**src/rtl/rst_seq_pkg.sv**
```systemverilog
// Package: shared state encoding and oscillator-mode helpers for the reset
// time-out sequencer. Assumes a 3-bit oscillator mode from configuration.
package rst_seq_pkg;

    typedef enum logic [1:0] {
        SEQ_IDLE = 2'd0,
        SEQ_PWRT = 2'd1,
        SEQ_OST  = 2'd2,
        SEQ_RUN  = 2'd3
    } seq_state_t;

    localparam int OSC_MODE_W = 3;

    localparam logic [OSC_MODE_W-1:0] OSC_LP = 3'd0;
    localparam logic [OSC_MODE_W-1:0] OSC_XT = 3'd1;
    localparam logic [OSC_MODE_W-1:0] OSC_HS = 3'd2;

    // Crystal-type modes need the oscillator start-up delay.
    function automatic logic is_crystal(input logic [OSC_MODE_W-1:0] mode);
        return (mode == OSC_LP) || (mode == OSC_XT) || (mode == OSC_HS);
    endfunction

endpackage

```
**src/rtl/rst_delay_counter.sv**
```systemverilog
// Module: stage delay counter. Counts clock cycles while its stage is active
// and flags the last cycle of a LIMIT-cycle window. Assumes LIMIT >= 2 and
// that the owning FSM leaves the stage on the flagged cycle.
module rst_delay_counter #(
    parameter int LIMIT = 16,
    localparam int CW   = (LIMIT > 2) ? $clog2(LIMIT) : 1
) (
    input  logic clk,
    input  logic rst_n,
    input  logic active,
    input  logic restart,
    output logic last
);

    logic [CW-1:0] cnt;

    // Advance while active; clear when idle or on restart.
    always_ff @(posedge clk) begin
        if (!rst_n || restart || !active) begin
            cnt <= '0;
        end else begin
            cnt <= cnt + 1'b1;
        end
    end

    // Flag the final cycle of the window.
    always_comb begin
        last = active && (cnt == CW'(LIMIT - 1));
    end


    cnt_range_chk: assert property (@(posedge clk) disable iff (!rst_n)
        active |-> (int'(cnt) < LIMIT))
        else $error("delay counter ran beyond its window");

endmodule

```
**src/rtl/rst_cause_flags.sv**
```systemverilog
// Module: reset-cause flags. Holds the power-on, brown-out, time-out and
// power-down flags and the software port for the first two. Assumes event
// inputs are single-cycle and already decoded by sleep state.
module rst_cause_flags #(
    parameter int DW = 8
) (
    input  logic          clk,
    input  logic          rst_n,
    input  logic          por_evt,
    input  logic          bor_evt,
    input  logic          wdt_reset,
    input  logic          wdt_wake,
    input  logic          mclr_sleep,
    input  logic          wr_en,
    input  logic [DW-1:0] wr_data,
    output logic [DW-1:0] rd_data,
    output logic          to_flag,
    output logic          pd_flag
);

    logic por_flag;
    logic bor_flag;
    logic pwr_evt;

    // Any power event.
    always_comb begin
        pwr_evt = por_evt | bor_evt;
    end

    // Software flags: write first, events override afterwards.
    always_ff @(posedge clk) begin
        if (!rst_n) begin
            por_flag <= 1'b0;
            bor_flag <= 1'b0;
        end else begin
            if (wr_en) begin
                por_flag <= wr_data[1];
                bor_flag <= wr_data[0];
            end
            if (bor_evt) begin
                bor_flag <= 1'b0;
            end
            if (por_evt) begin
                por_flag <= 1'b0;
            end
        end
    end

    // Time-out and power-down flags by reset kind, power events first.
    always_ff @(posedge clk) begin
        if (!rst_n) begin
            to_flag <= 1'b1;
            pd_flag <= 1'b1;
        end else if (pwr_evt) begin
            to_flag <= 1'b1;
            pd_flag <= 1'b1;
        end else if (wdt_reset) begin
            to_flag <= 1'b0;
        end else if (wdt_wake) begin
            to_flag <= 1'b0;
            pd_flag <= 1'b0;
        end else if (mclr_sleep) begin
            to_flag <= 1'b1;
            pd_flag <= 1'b0;
        end
    end

    // Read view: upper bits are unused.
    always_comb begin
        rd_data    = '0;
        rd_data[1] = por_flag;
        rd_data[0] = bor_flag;
    end


    pwr_flags_chk: assert property (@(posedge clk) disable iff (!rst_n)
        por_evt |=> (!rd_data[1] && to_flag && pd_flag))
        else $error("power-on did not set its flags");


    wdt_to_chk: assert property (@(posedge clk) disable iff (!rst_n)
        (wdt_reset && !pwr_evt) |=> (!to_flag && $stable(pd_flag)))
        else $error("watchdog reset flags wrong");


    mclr_sleep_chk: assert property (@(posedge clk) disable iff (!rst_n)
        (mclr_sleep && !pwr_evt && !wdt_reset && !wdt_wake) |=> (to_flag && !pd_flag))
        else $error("master reset in sleep flags wrong");

endmodule

```
**src/rtl/rst_seq_fsm.sv**
```systemverilog
// Module: start-up sequencer state machine. Chains the power-up and
// oscillator stages after a power event, gates release on the master-reset
// pin, and handles watchdog reset and wake-up. Assumes configuration inputs
// are static while a stage runs.
module rst_seq_fsm
    import rst_seq_pkg::*;
(
    input  logic       clk,
    input  logic       rst_n,
    input  logic       pwr_evt,
    input  logic       mclr_n,
    input  logic       wdt_reset,
    input  logic       wake_req,
    input  logic       xtal,
    input  logic       pwrt_en,
    input  logic       pwrt_last,
    input  logic       ost_last,
    output seq_state_t state,
    output logic       timeouts_done
);

    seq_state_t state_nx;
    seq_state_t finish_st;
    seq_state_t first_st;
    logic       done_nx;

    // Where a finished sequence lands and where a new one starts.
    always_comb begin
        finish_st = mclr_n ? SEQ_RUN : SEQ_IDLE;
        if (pwrt_en) begin
            first_st = SEQ_PWRT;
        end else if (xtal) begin
            first_st = SEQ_OST;
        end else begin
            first_st = finish_st;
        end
    end

    // Next-state decision, power events take priority over all else.
    always_comb begin
        state_nx = state;
        done_nx  = timeouts_done;
        if (pwr_evt) begin
            state_nx = first_st;
            done_nx  = !(pwrt_en || xtal);
        end else begin
            unique case (state)
                SEQ_PWRT: begin
                    if (pwrt_last) begin
                        state_nx = xtal ? SEQ_OST : finish_st;
                        done_nx  = !xtal;
                    end
                end
                SEQ_OST: begin
                    if (ost_last) begin
                        state_nx = finish_st;
                        done_nx  = 1'b1;
                    end
                end
                SEQ_IDLE: begin
                    if (timeouts_done && mclr_n) begin
                        state_nx = SEQ_RUN;
                    end
                end
                SEQ_RUN: begin
                    if (!mclr_n || wdt_reset) begin
                        state_nx = SEQ_IDLE;
                    end else if (wake_req && xtal) begin
                        state_nx = SEQ_OST;
                    end
                end
                default: state_nx = SEQ_IDLE;
            endcase
        end
    end

    // State and completion registers.
    always_ff @(posedge clk) begin
        if (!rst_n) begin
            state         <= SEQ_IDLE;
            timeouts_done <= 1'b0;
        end else begin
            state         <= state_nx;
            timeouts_done <= done_nx;
        end
    end


    pwrt_hold_chk: assert property (@(posedge clk) disable iff (!rst_n)
        (state == SEQ_PWRT && !pwr_evt && !pwrt_last) |=> (state == SEQ_PWRT))
        else $error("power-up stage left early");


    ost_mode_chk: assert property (@(posedge clk) disable iff (!rst_n)
        (state == SEQ_OST) |-> xtal)
        else $error("oscillator stage in non-crystal mode");


    run_mclr_chk: assert property (@(posedge clk) disable iff (!rst_n)
        (state == SEQ_RUN) |-> $past(mclr_n))
        else $error("run entered with master reset low");


    restart_chk: assert property (@(posedge clk) disable iff (!rst_n)
        (pwr_evt && pwrt_en) |=> (state == SEQ_PWRT))
        else $error("power event did not restart the sequence");

endmodule

```
**src/rtl/rst_timeout_seq.sv**
```systemverilog
// Module: reset time-out sequencer top. Decodes raw reset events by sleep
// state, runs the chained start-up delays and keeps the cause flags.
// Assumes event pulses are synchronous to clk and one cycle wide.
module rst_timeout_seq
    import rst_seq_pkg::*;
#(
    parameter int PWRT_CYCLES = 4096,
    parameter int OST_CYCLES  = 1024,
    parameter int PCON_W      = 8
) (
    input  logic                  clk,
    input  logic                  rst_n,
    input  logic                  por_pulse,
    input  logic                  bor_pulse,
    input  logic                  mclr_n,
    input  logic                  wdt_pulse,
    input  logic                  wake_pulse,
    input  logic                  cpu_sleep,
    input  logic [OSC_MODE_W-1:0] cfg_osc_mode,
    input  logic                  cfg_pwrt_en,
    input  logic                  pcon_wr,
    input  logic [PCON_W-1:0]     pcon_wdata,
    output logic [PCON_W-1:0]     pcon_rdata,
    output logic                  flag_to,
    output logic                  flag_pd,
    output logic                  run_en,
    output logic [1:0]            seq_state
);

    logic       mclr_q;
    logic       mclr_fall;
    logic       pwr_evt;
    logic       wdt_reset;
    logic       wdt_wake;
    logic       mclr_sleep;
    logic       wake_req;
    logic       xtal;
    logic       pwrt_last;
    logic       ost_last;
    logic       done;
    seq_state_t state;

    // Previous master-reset level for edge detection.
    always_ff @(posedge clk) begin
        if (!rst_n) begin
            mclr_q <= 1'b1;
        end else begin
            mclr_q <= mclr_n;
        end
    end

    // Classify raw events by sleep state.
    always_comb begin
        mclr_fall  = mclr_q && !mclr_n;
        pwr_evt    = por_pulse | bor_pulse;
        wdt_reset  = wdt_pulse && !cpu_sleep;
        wdt_wake   = wdt_pulse && cpu_sleep;
        mclr_sleep = mclr_fall && cpu_sleep;
        wake_req   = cpu_sleep && (wake_pulse || wdt_pulse);
        xtal       = is_crystal(cfg_osc_mode);
    end

    rst_delay_counter #(.LIMIT(PWRT_CYCLES)) i_pwrt_cnt (
        .clk     (clk),
        .rst_n   (rst_n),
        .active  (state == SEQ_PWRT),
        .restart (pwr_evt),
        .last    (pwrt_last)
    );

    rst_delay_counter #(.LIMIT(OST_CYCLES)) i_ost_cnt (
        .clk     (clk),
        .rst_n   (rst_n),
        .active  (state == SEQ_OST),
        .restart (pwr_evt),
        .last    (ost_last)
    );

    rst_seq_fsm i_fsm (
        .clk           (clk),
        .rst_n         (rst_n),
        .pwr_evt       (pwr_evt),
        .mclr_n        (mclr_n),
        .wdt_reset     (wdt_reset),
        .wake_req      (wake_req),
        .xtal          (xtal),
        .pwrt_en       (cfg_pwrt_en),
        .pwrt_last     (pwrt_last),
        .ost_last      (ost_last),
        .state         (state),
        .timeouts_done (done)
    );

    rst_cause_flags #(.DW(PCON_W)) i_flags (
        .clk        (clk),
        .rst_n      (rst_n),
        .por_evt    (por_pulse),
        .bor_evt    (bor_pulse),
        .wdt_reset  (wdt_reset),
        .wdt_wake   (wdt_wake),
        .mclr_sleep (mclr_sleep),
        .wr_en      (pcon_wr),
        .wr_data    (pcon_wdata),
        .rd_data    (pcon_rdata),
        .to_flag    (flag_to),
        .pd_flag    (flag_pd)
    );

    // Drive the status outputs.
    always_comb begin
        seq_state = state;
        run_en    = (state == SEQ_RUN);
    end


    wake_no_pwrt_chk: assert property (@(posedge clk) disable iff (!rst_n)
        (state == SEQ_RUN && !pwr_evt) |=> (state != SEQ_PWRT))
        else $error("wake or run path entered power-up stage");

endmodule

```
**config.mk**
```make
export PLATFORM = sky130hd
export DESIGN_NAME = rst_timeout_seq
export DESIGN_NICKNAME = d
export VERILOG_FILES = /design/src/rtl/rst_seq_pkg.sv /design/src/rtl/rst_delay_counter.sv /design/src/rtl/rst_cause_flags.sv /design/src/rtl/rst_seq_fsm.sv /design/src/rtl/rst_timeout_seq.sv
export SDC_FILE = /design/constraint.sdc
export NUM_CORES = 1
export LEC_CHECK = 0
export BUFFER_PORTS_ARGS = -buffer_cell sky130_fd_sc_hd__buf_2
export CAP_MARGIN = 25
export CORE_UTILIZATION = 50
export CTS_CLUSTER_DIAMETER = 150
export DETAILED_ROUTE_END_ITERATION = 7
export HOLD_SLACK_MARGIN = 0.12
export PLACE_DENSITY = 0.75
export SLEW_MARGIN = 40
export SYNTH_ARGS = -nofsm -noshare
export SYNTH_HDL_FRONTEND = slang
export SYNTH_SLANG_ARGS = --single-unit
```
**constraint.sdc**
```tcl
create_clock -name clk -period 1.99 [get_ports clk]
set_input_delay 0.0995 -clock clk [delete_from_list [all_inputs] [get_ports clk]]
set_output_delay 0.0995 -clock clk [all_outputs]
set_load 0.02 [all_outputs]
```
==> results.yml <==
drt:
  drc: 0
  vias: 1211
  drt_iter0_markers: 52
  avgRoutedWirePerCell_um: 11.6
  viasPerCell: 5.29
  dr.pass1.iters: 4
  drtAntennaViolNets: 0
  drt_wl_total_um: 2650
floorplanning:
  core_mm2: 0.00278
  row_count: 19
  die_y_um: 56.4
  io_pins: 34
  die_width_um: 56.4
  die_area_mm2: 0.00318
  initial_core_util_pct: 53.3
layout:
  fillers: 241
  fin_util_pct: 62.1
  final_cell_count_no_fill: 229
  register_area_um2: 601
  n_antenna_cell: 0
  multi_input_area_um2: 795
  synthToLayoutAreaGrowth_pct: 16.6
  nNetsFinal: 225
  drive_gt1_share_pct: 19.2
sta:
  fmax_ghz: 0.614
  skew_ns: 0.00378
  fin_crit_sh_pct: 81.9
  finalSetupViolCount: 0
  tns_ns: 0
  rsz0062_at_grt: "false"
  hold_viol: 0
  period_needed_ns: 1.63
  drv_slew: 0
grt:
  grt_antenna_before_repair: 0
  busiest_layer: "met2"
  grt_pass1_vias: 1169
  grt_max_degree: 13
  grt_pass1_wl_um: 4720
  grt-ovfl-total: 0
  use_met2_pct: 31.3
  grtUsageTotal_pct: 19.1
  met3_usage_pct: 7.60
  use_met1_pct: 21.2
placed_design:
  hpwl_um: 1910
  io_buffers: 21
  gp_congestion: 0.879
  dp.cells: 213
hold_path:
  hold_class: "in -> reg"
clock_tree:
  clkTransAtPathRegs_ns: 0.09
  cts.sinks: 30
  cts-root-buf: "clkbuf_4"
  cts_tree: "built"
  cts_buffer_depth: 2
  cts_resized: 0
  postCtsSetupBuffers: 0
  cts_buffers: 5
  h-tree-depth: 2
  insertion_delay_ns: 0.33
worst_setup_path:
  crit_path_start: "i_ost_cnt.cnt[0]"
  cp_max_fo: 4
  startpoint_type: "register"
  r2r_end: "i_fsm.state[0]"
  arrival_ns: 1.85
  cp-endpoint: "i_fsm.state[0]"
  cp-end-kind: "register"
  path_class: "reg -> reg"
  worstPathRequired_ns: 2.22
  r2r-start: "i_ost_cnt.cnt[0]"
  worstRegToRegCells: 6
  rrSetupSlack_ns: 0.36
synthesis:
  synthMuxAreaShare_pct: 2.70
  syn_inst: 166
  async_flop_share_pct: 0
  synth_xor_area_share_pct: 10.1
  synthTopCellsByArea: "dfxtp_1 41%, nor2_1 6.3%, ha_1 5.9%"
  avgSynthCellArea_um2: 8.92
  ys.flop_type: "dfxtp_1"
  yosysTopAreaCell: "dfxtp_1"
  yosysUniqueCellTypes: 37
  synth.cell_area_mm2: 0.00148
  ys_seq_area_share_pct: 40.5
  synth_compound_area_share_pct: 10.6
  synth_top_area_share_pct: 40.5
  synth.most_common_cell: "dfxtp_1"
  synth_common_cells: "30 x dfxtp_1, 25 x nor2_1, 14 x nand3_1"
  synth_top_family_by_area: "simple AND/OR/NAND/NOR gates"
  yosys_warnings: 0
  synth-adder-area-share_pct: 5.91
  synth_edf_count: 0
  ys_seq_elements: 30
  synthSimpleGateAreaFrac_pct: 22.8
power_and_ir_drop:
  max-vdd-ir-drop_mv: 0.559
  p_leak_nw: 0.690
  power_density_mw_per_mm2: 715
job:
  drv_cap: 0
outcome:
  run_status: "completed"
[layout by cell type, fill, tap and decap left out, types with 3 or more instances in the layout]
cell           synthesis  routed
dlygate4sd3_1          0       8
clkbuf_4               0       5
nor2_1                25      25
mux2i_1                4       4
ha_1                   7       7
xor2_1                10      10
buf_2                  0      21
conb_1                 1       6
nand3_1               14      14
xnor2_1                7       7
inv_1                  8       8
clkbuf_8               0       3
nand2_1               12      12
o21ai_0                6       6
dfxtp_1               30      30
a21oi_1                4       4
[stage by stage]
stage / hold slack [ns] / power (mW) / setup slack, ns / area [um^2]
floorplan: 0.176 / 0.760 / 0.424 / 1500
global placement: 0.317 / 0.790 / 0.428 / 1570
detailed placement: 0.322 / 0.796 / 0.369 / 1570
CTS: 0.122 / 1.25 / 0.351 / 1730
global route: 0.139 / 1.31 / 0.203 / 1730
finish: 0.118 / 1.24 / 0.361 / 1730
[layout make-up]
cell class	instances	share of cell area, %
Tap cell	31	2.24
Inverter	8	1.74
Clock buffer	8	4.56
Sequential cell	30	34.8
Multi-Input combinational cell	123	46.0
Timing Repair Buffer	29	10.7
[registers in the layout, indices dropped and copies added, names as in the netlist]
signal	count
i_fsm.state	2
i_fsm.timeouts_done	1
i_flags.bor_flag	1
i_ost_cnt.cnt	10
i_flags.pd_flag	1
i_pwrt_cnt.cnt	12
i_flags.por_flag	1
mclr_q	1
i_flags.to_flag	1
[critical path: stages, from the launching register on]
cell and delay [ns]:
dfxtp_1 0.39, ha_1 0.21, nand3_1 0.14, o311ai_1 0.30
o21ai_1 0.16, o21bai_4 0.21, mux2i_1 0.12
[worst min-delay path by stage]
stage                       start          endpoint  slack (ns)  depth (start not counted)
floorplan               bor_pulse  i_flags.bor_flag        0.18                          1
CTS                 pcon_wdata[1]  i_flags.por_flag        0.12                          3
finish              pcon_wdata[1]  i_flags.por_flag        0.12                          3
global placement        por_pulse  i_flags.por_flag        0.32                          2
global route        pcon_wdata[1]  i_flags.por_flag        0.14                          3
detailed placement      por_pulse  i_flags.por_flag        0.32                          2
[cells by family (layout without fill, tap and decap cells)]
| kind of cell | count (synthesis) | count (layout) |
|---|---|---|
| compound gates | 22 | 22 |
| xor+xnor | 17 | 17 |
| fa+ha+maj | 7 | 7 |
| simple gates | 67 | 67 |
| buf+inv | 18 | 45 |
| mux | 4 | 4 |
| flops | 30 | 30 |
| other cells | 1 | 6 |
[report_power, final]
part	internal, mW	total [mW]	switching (mW)
clock network	0.241	0.443	0.202
logic	0.0714	0.166	0.0951
registers	0.613	0.626	0.0131
[per-layer routing]
metal,wire (um),share of wire [%]
met1,1200,45
met2,1250,47
met3,147,5.6
met4,48,1.8
met5,0,0
[what timing repair did]
| action | 4_1_cts | 5_1_grt |
|---|---|---|
| hold endpoints to repair | 5 | 0 |
| endpoints found under the setup margin | 0 | 0 |
| hold buffers | 8 | 0 |
No activity file was read; power rests on OpenSTA's default activity.
